<file path="config.mk">
export PLATFORM = sky130hd
export DESIGN_NAME = pwm_quad_top
export DESIGN_NICKNAME = d
export VERILOG_FILES = /design/src/rtl/pwm_quad_pkg.sv /design/src/rtl/pwm_quad_regs.sv /design/src/rtl/pwm_quad_chan.sv /design/src/rtl/pwm_quad_top.sv
export SDC_FILE = /design/constraint.sdc
export NUM_CORES = 2
export LEC_CHECK = 0
export BUFFER_PORTS_ARGS = -buffer_cell sky130_fd_sc_hd__buf_2
export CAP_MARGIN = 20
export CORE_MARGIN = 8
export CORE_UTILIZATION = 55
export DETAILED_ROUTE_END_ITERATION = 7
export GPL_ROUTABILITY_DRIVEN = 0
export HOLD_SLACK_MARGIN = 0.02
export MAX_ROUTING_LAYER = met4
export PLACE_DENSITY = 0.73
export SKIP_CTS_REPAIR_TIMING = 1
export SYNTH_ARGS = -nofsm -noshare
export SYNTH_HDL_FRONTEND = slang
export SYNTH_SLANG_ARGS = --single-unit
</file>
<file path="constraint.sdc">
create_clock -name clk -period 5.4 [get_ports clk]
set_input_delay 0.27 -clock clk [delete_from_list [all_inputs] [get_ports clk]]
set_output_delay 0.27 -clock clk [all_outputs]
set_load 0.02 [all_outputs]
</file>
<file path="src/rtl/pwm_quad_pkg.sv">
package pwm_quad_pkg;
    localparam int PWM_AW = 8;
    localparam logic [PWM_AW-1:0] POL_OFF = 8'h40;
    localparam logic [PWM_AW-1:0] RUN_OFF = 8'h44;
    localparam logic [PWM_AW-1:0] OE_OFF  = 8'hD0;

    function automatic logic [PWM_AW-1:0] act_off(input int ch);
        return PWM_AW'(ch * 8);
    endfunction

    function automatic logic [PWM_AW-1:0] len_off(input int ch);
        return PWM_AW'(ch * 8 + 4);
    endfunction
endpackage

</file>
<file path="src/rtl/pwm_quad_regs.sv">
module pwm_quad_regs
    import pwm_quad_pkg::*;
#(
    parameter int NCH = 4,
    parameter int DW  = 32
) (
    input  logic                     clk,
    input  logic                     rst,
    input  logic                     wen_i,
    input  logic [PWM_AW-1:0]        addr_i,
    input  logic [DW-1:0]            wdata_i,
    output logic [DW-1:0]            rdata_o,
    output logic [NCH-1:0][DW-1:0]   act_o,
    output logic [NCH-1:0][DW-1:0]   len_o,
    output logic [NCH-1:0]           pol_o,
    output logic [NCH-1:0]           run_o,
    output logic [NCH-1:0]           oe_o
);
    typedef struct packed {
        logic [NCH-1:0][DW-1:0] act;
        logic [NCH-1:0][DW-1:0] len;
        logic [NCH-1:0]         pol;
        logic [NCH-1:0]         run;
        logic [NCH-1:0]         oe;
    } reg_t;

    reg_t reg_d, reg_q;

    always_comb begin
        reg_d = reg_q;
        if (wen_i) begin
            for (int c = 0; c < NCH; c++) begin
                if (addr_i == act_off(c)) reg_d.act[c] = wdata_i;
                if (addr_i == len_off(c)) reg_d.len[c] = wdata_i;
            end
            if (addr_i == POL_OFF) reg_d.pol = wdata_i[NCH-1:0];
            if (addr_i == RUN_OFF) reg_d.run = wdata_i[NCH-1:0];
            if (addr_i == OE_OFF)  reg_d.oe  = wdata_i[NCH-1:0];
        end
    end

    always_ff @(posedge clk) begin
        if (rst) reg_q <= '0;
        else     reg_q <= reg_d;
    end

    always_comb begin
        rdata_o = '0;
        for (int c = 0; c < NCH; c++) begin
            if (addr_i == act_off(c)) rdata_o = reg_q.act[c];
            if (addr_i == len_off(c)) rdata_o = reg_q.len[c];
        end
        if (addr_i == POL_OFF) rdata_o = DW'(reg_q.pol);
        if (addr_i == RUN_OFF) rdata_o = DW'(reg_q.run);
        if (addr_i == OE_OFF)  rdata_o = DW'(reg_q.oe);
    end

    assign act_o = reg_q.act;
    assign len_o = reg_q.len;
    assign pol_o = reg_q.pol;
    assign run_o = reg_q.run;
    assign oe_o  = reg_q.oe;

    // a write to the run register shows up on the next cycle
    a_r1_run_write: assert property (@(posedge clk) disable iff (rst)
        (wen_i && addr_i == RUN_OFF) |=> (run_o == $past(wdata_i[NCH-1:0])));

    // reset leaves every control bit cleared
    a_r2_reset_clear: assert property (@(posedge clk)
        rst |=> (run_o == '0 && oe_o == '0 && pol_o == '0));
endmodule

</file>
<file path="src/rtl/pwm_quad_chan.sv">
module pwm_quad_chan #(
    parameter int DW = 32
) (
    input  logic          clk,
    input  logic          rst,
    input  logic          run_i,
    input  logic          pol_i,
    input  logic [DW-1:0] len_i,
    input  logic [DW-1:0] act_i,
    output logic          out_o
);
    typedef struct packed {
        logic [DW-1:0] cnt;
        logic [DW-1:0] len;
        logic [DW-1:0] act;
        logic          run;
    } ch_t;

    ch_t ch_d, ch_q;
    logic live;

    always_comb begin
        ch_d     = ch_q;
        ch_d.run = run_i;
        if (run_i && !ch_q.run) begin
            ch_d.len = len_i;
            ch_d.act = act_i;
            ch_d.cnt = '0;
        end else if (run_i) begin
            if (ch_q.len == '0 || ch_q.cnt >= ch_q.len - 1'b1) ch_d.cnt = '0;
            else                                                ch_d.cnt = ch_q.cnt + 1'b1;
        end else begin
            ch_d.cnt = '0;
        end
    end

    always_ff @(posedge clk) begin
        if (rst) ch_q <= '0;
        else     ch_q <= ch_d;
    end

    assign live = run_i && ch_q.run;

    always_comb begin
        if (!live)                                  out_o = pol_i;
        else if (ch_q.len == '0 && ch_q.act == '0)  out_o = 1'b1;
        else if (ch_q.len == '0)                    out_o = pol_i;
        else                                        out_o = (ch_q.cnt < ch_q.act) ^ pol_i;
    end

    // a rising run bit captures the programmed counts
    a_r4_load: assert property (@(posedge clk) disable iff (rst)
        (run_i && !ch_q.run) |=> (ch_q.len == $past(len_i) && ch_q.act == $past(act_i)));

    // the tick counter stays inside the loaded cycle
    a_r4_cnt_bound: assert property (@(posedge clk) disable iff (rst)
        (ch_q.len != '0) |-> (ch_q.cnt < ch_q.len));

    // loaded counts never move while the channel keeps running
    a_r9_hold: assert property (@(posedge clk) disable iff (rst)
        (live && $past(live)) |-> ($stable(ch_q.len) && $stable(ch_q.act)));
endmodule

</file>
<file path="src/rtl/pwm_quad_top.sv">
module pwm_quad_top
    import pwm_quad_pkg::*;
#(
    parameter int NCH = 4,
    parameter int DW  = 32
) (
    input  logic              clk,
    input  logic              rst,
    input  logic              bus_wen,
    input  logic [PWM_AW-1:0] bus_addr,
    input  logic [DW-1:0]     bus_wdata,
    output logic [DW-1:0]     bus_rdata,
    output logic [NCH-1:0]    pwm_out,
    output logic [NCH-1:0]    pwm_oe
);
    logic [NCH-1:0][DW-1:0] act_w, len_w;
    logic [NCH-1:0]         pol_w, run_w;

    pwm_quad_regs #(.NCH(NCH), .DW(DW)) u_regs (
        .clk    (clk),
        .rst    (rst),
        .wen_i  (bus_wen),
        .addr_i (bus_addr),
        .wdata_i(bus_wdata),
        .rdata_o(bus_rdata),
        .act_o  (act_w),
        .len_o  (len_w),
        .pol_o  (pol_w),
        .run_o  (run_w),
        .oe_o   (pwm_oe)
    );

    for (genvar g = 0; g < NCH; g++) begin : g_chan
        pwm_quad_chan #(.DW(DW)) u_chan (
            .clk  (clk),
            .rst  (rst),
            .run_i(run_w[g]),
            .pol_i(pol_w[g]),
            .len_i(len_w[g]),
            .act_i(act_w[g]),
            .out_o(pwm_out[g])
        );
    end
endmodule

</file>
==> results.tsv <==
stage	metric	value	unit
job	max cap viols	0	
synthesis	ranking of synthesized cells by area	dfxtp_1, nand2_1, a21oi_1	
global_routing	total global-route track usage	31.1	%
drt	wire per inst	21.2	um
floorplan	standard-cell rows	93	
clock_tree	Clock Pin Slew Worst Setup and Hold Paths	60	ps
floorplan	core area	64200	sq um
synthesis	number of synthesized flops with an enable pin	0	
synthesis	cell taking the most area after synthesis	dfxtp_1	
placed_design	HPWL after DPL	82100	um
clock_tree	H-tree levels	3	
clock_tree	CTS Buf Count	71	
clock_tree	Clock Path Buffers	3	
cells_and_area	Synth-to-Final Area Change	8.65	%
power	Pwr Density	262	nW/um^2
sta	final worst path period need	4730	ps
power	switch share	23.3	%
power	Clk pwr share	49.2	%
critical_path	endpoint class of the critical path	flip-flop	
global_routing	largest net degree at the start of global routing	203	
placed_design	Cell Area, Placed	36200	sq um
global_routing	Most Used Layer, Global Route	met2	
clock_tree	CTS tree	done	
global_routing	routing usage on met1	42.6	%
floorplan	die width	270	um
critical_path	Startpoint Class	flip-flop	
global_routing	M3 GR Usage	6.22	%
critical_path	Worst R2R Setup Slack	670	ps
global_routing	vias in the first global route	30500	
synthesis	YS warnings	0	
synthesis	flops & latches, synth	656	
placed_design	# placed instances	5323	
synthesis	Mapped Area	35600	sq um
cells_and_area	Final Cell Area	38700	sq um
global_routing	initial antenna violation count	6	
hold_path	HP Class	input port to flip-flop	
drt	Post-Route WL	116000	um
clock_tree	Worst-Skew Late Latency	640	ps
synthesis	syn nets	4961	
drt	DR vias/cell	6.15	
sta	clk_skew	30.3	ps
sta	Final setup viols	0	
critical_path	Worst Path Required	5920	ps
cells_and_area	share of layout cells above drive strength 1	7.00	%
sta	Slew HR	31.5	%
floorplan	Ports	83	
synthesis	Syn Inst Count	4658	
cells_and_area	Final Instance Count excl. Fillers	5464	
critical_path	CP Max Fanout	32	
power	Pleak	14.7	nW
power	Combinational Power Share	2.9	%
sta	fmax	211	MHz
placed_design	# port buffers	82	
floorplan	Die Area	73100	sq um
clock_tree	Root Driver	clkbuf_16	
critical_path	critical path class	flip-flop to flip-flop	
global_routing	met2 usage	43.5	%
sta	Setup TNS	0	ps
drt	Post-DRT Antenna Nets	0	
global_routing	total gr overflow	0	
sta	fin. max-slew vios	0	
sta	Slew @ Worst Pin	1030	ps
drt	total number of vias	33600	
drt	DRC	0	
synthesis	post-synthesis sequential area ratio	36.9	%
global_routing	first-pass GRT wire length	178000	um
synthesis	ys async rst share	0	%
floorplan	die height	270	um
power	Overall Power	10.1	mW
synthesis	Distinct cells, synth	78	
sta	Fin Hold WS	24.6	ps
power	Internal	7.75	mW
synthesis	Avg Cell Area, Syn	7.64	sq um
drt	first drt pass iteration count	6	
synthesis	Synth top area share	36.9	%
sta	Period Utilization, post-route	87.6	%
outcome	outcome	complete, no violations	
critical_path	WP data arrival	5250	ps
floorplan	Starting Density	55.4	%
power	Sequential Power Share	47.9	%
power	Peak VDD IR	0.236	mV
cells_and_area	Fillers	5798	
synthesis	Most used DFF post-synth	dfxtp_1	
drt	Starting DRT DRC Count	4390	
cells_and_area	final net count	4850	
sta	Fin. Hold Viols	0	
power	Sw Pwr	2.36	mW
sta	RSZ-0062 raised after global routing	no	
clock_tree	CTS sink cnt	656	
[cells in the final DEF (no fill, tap or decap), types with 8 or more instances in the layout]
master     count
buf_4         39
a211oi_1      40
o21ai_0       80
nand4_1      106
mux2_2        27
clkbuf_8      12
inv_1        160
a22oi_1       30
or4_1         20
nand2_1     1211
a31oi_1       10
nor2b_1       15
clkbuf_1      11
xnor2_1      131
a2111oi_0      8
clkinv_2      14
dfxtp_1      656
or3_1         14
nand3_1      119
nand2b_1      10
o21a_1        19
xor2_1       104
nor4b_1       10
nor2_1       152
ha_1         260
and3_1        26
a21o_1        33
o211ai_1       8
nor4_1       100
nor3_1       122
o2bb2ai_1     25
nor3b_1        8
and4_1        19
mux2i_1       16
a21oi_1      665
clkbuf_16     71
o22ai_1       28
buf_2         79
[metrics by stage]
step	setup WS (ps)	util, %
floorplan	1310	-
global placement	715	56.4
detailed placement	692	56.4
CTS	673	60.0
global route	351	60.2
finish	668	60.2
[power by group through the flow]
stage	Clock, mW	Sequential (mW)	Combinational, mW
finish	4.98	4.84	0.294
global route	5.20	4.84	0.302
CTS	4.99	4.84	0.273
detailed placement	0	4.95	0.271
global placement	0	4.95	0.273
floorplan	0	4.95	0.183
[cells by family after synthesis]
| group | share of synthesized area [%] |
|---|---|
| AOI/OAI and AO/OA | 15.7 |
| xor gates and xnor gates | 5.78 |
| adders and majority gates | 9.14 |
| buffers and inverters | 5.41 |
| DFF | 36.9 |
| muxes | 1.75 |
| and+or+nand+nor | 25.3 |
[worst paths after layout]
check | end | from | depth (start not counted)
worst max-delay path | g_chan[2].u_chan.ch_q[85]$_SDFF_PP0_ | g_chan[2].u_chan.ch_q[35]$_SDFFE_PP0P_ | 13
worst min-delay path | u_regs.len_o[9]$_SDFFE_PP0P_ | bus_wdata[9] | 3
worst max register to register | g_chan[2].u_chan.ch_q[85]$_SDFF_PP0_ | g_chan[2].u_chan.ch_q[35]$_SDFFE_PP0P_ | 13
worst min register to register | g_chan[0].u_chan.ch_q[13]$_SDFFE_PP0P_ | g_chan[0].u_chan.ch_q[13]$_SDFFE_PP0P_ | 2
[per-layer routing]
metal	wire, um	vias up
met5	0	-
met4	5880	0
met1	49100	15700
met2	48300	1702
li1	-	15900
met3	12500	284
[state kept, by name, summed over array words and instances (netlist names)]
| signal | flops |
|---|---|
| u_regs.len_o | 128 |
| u_regs.act_o | 128 |
| u_regs.run_o | 4 |
| u_regs.oe_o | 4 |
| u_regs.pol_o | 4 |
| g_chan.u_chan.ch_q | 388 |
[cell usage after synthesis (8+ instances only)]
cell / n
o2bb2ai_1: 25
inv_1: 160
o211ai_1: 8
o21a_1: 19
nand2b_1: 14
mux2_2: 27
o22ai_1: 28
and3_1: 26
a31oi_1: 10
buf_4: 35
or3_1: 14
buf_1: 37
nand4_1: 106
nand2_1: 1211
or4_1: 20
a21oi_1: 665
clkbuf_1: 223
nor4_1: 100
dfxtp_1: 656
a2111oi_0: 8
mux2i_1: 16
a22oi_1: 30
nand3_1: 123
nor4b_1: 10
nor3_1: 123
xnor2_1: 131
a211oi_1: 40
xor2_1: 104
nor2b_1: 21
a21o_1: 33
o21ai_0: 80
buf_2: 15
and4_1: 19
nor2_1: 161
ha_1: 260
nor3b_1: 8
[final cells by class]
cell class	instances	area (sq um)	area share, %
inverter	160	601	1.55
antenna	6	15.0	0.0388
tap	855	1070	2.77
multi-input combinational	3531	20700	53.4
sequential	656	13100	34.0
clock inverter	35	383	0.990
timing repair buffer	127	821	2.12
clock buffer	94	1980	5.13
[worst max-delay path, cell delays in order (launching register included)]
cell and delay, ps:
dfxtp_1 350, or4_1 550, or4b_1 630, or2_4 330, nor3_4 220, nand2_1 100
xor2_1 150, ha_1 300, a21o_1 180, a21o_1 160, a2111oi_0 430, o21bai_1 130
a211o_1 690, nor4_1 400
No activity file was read; power rests on OpenSTA's default activity.
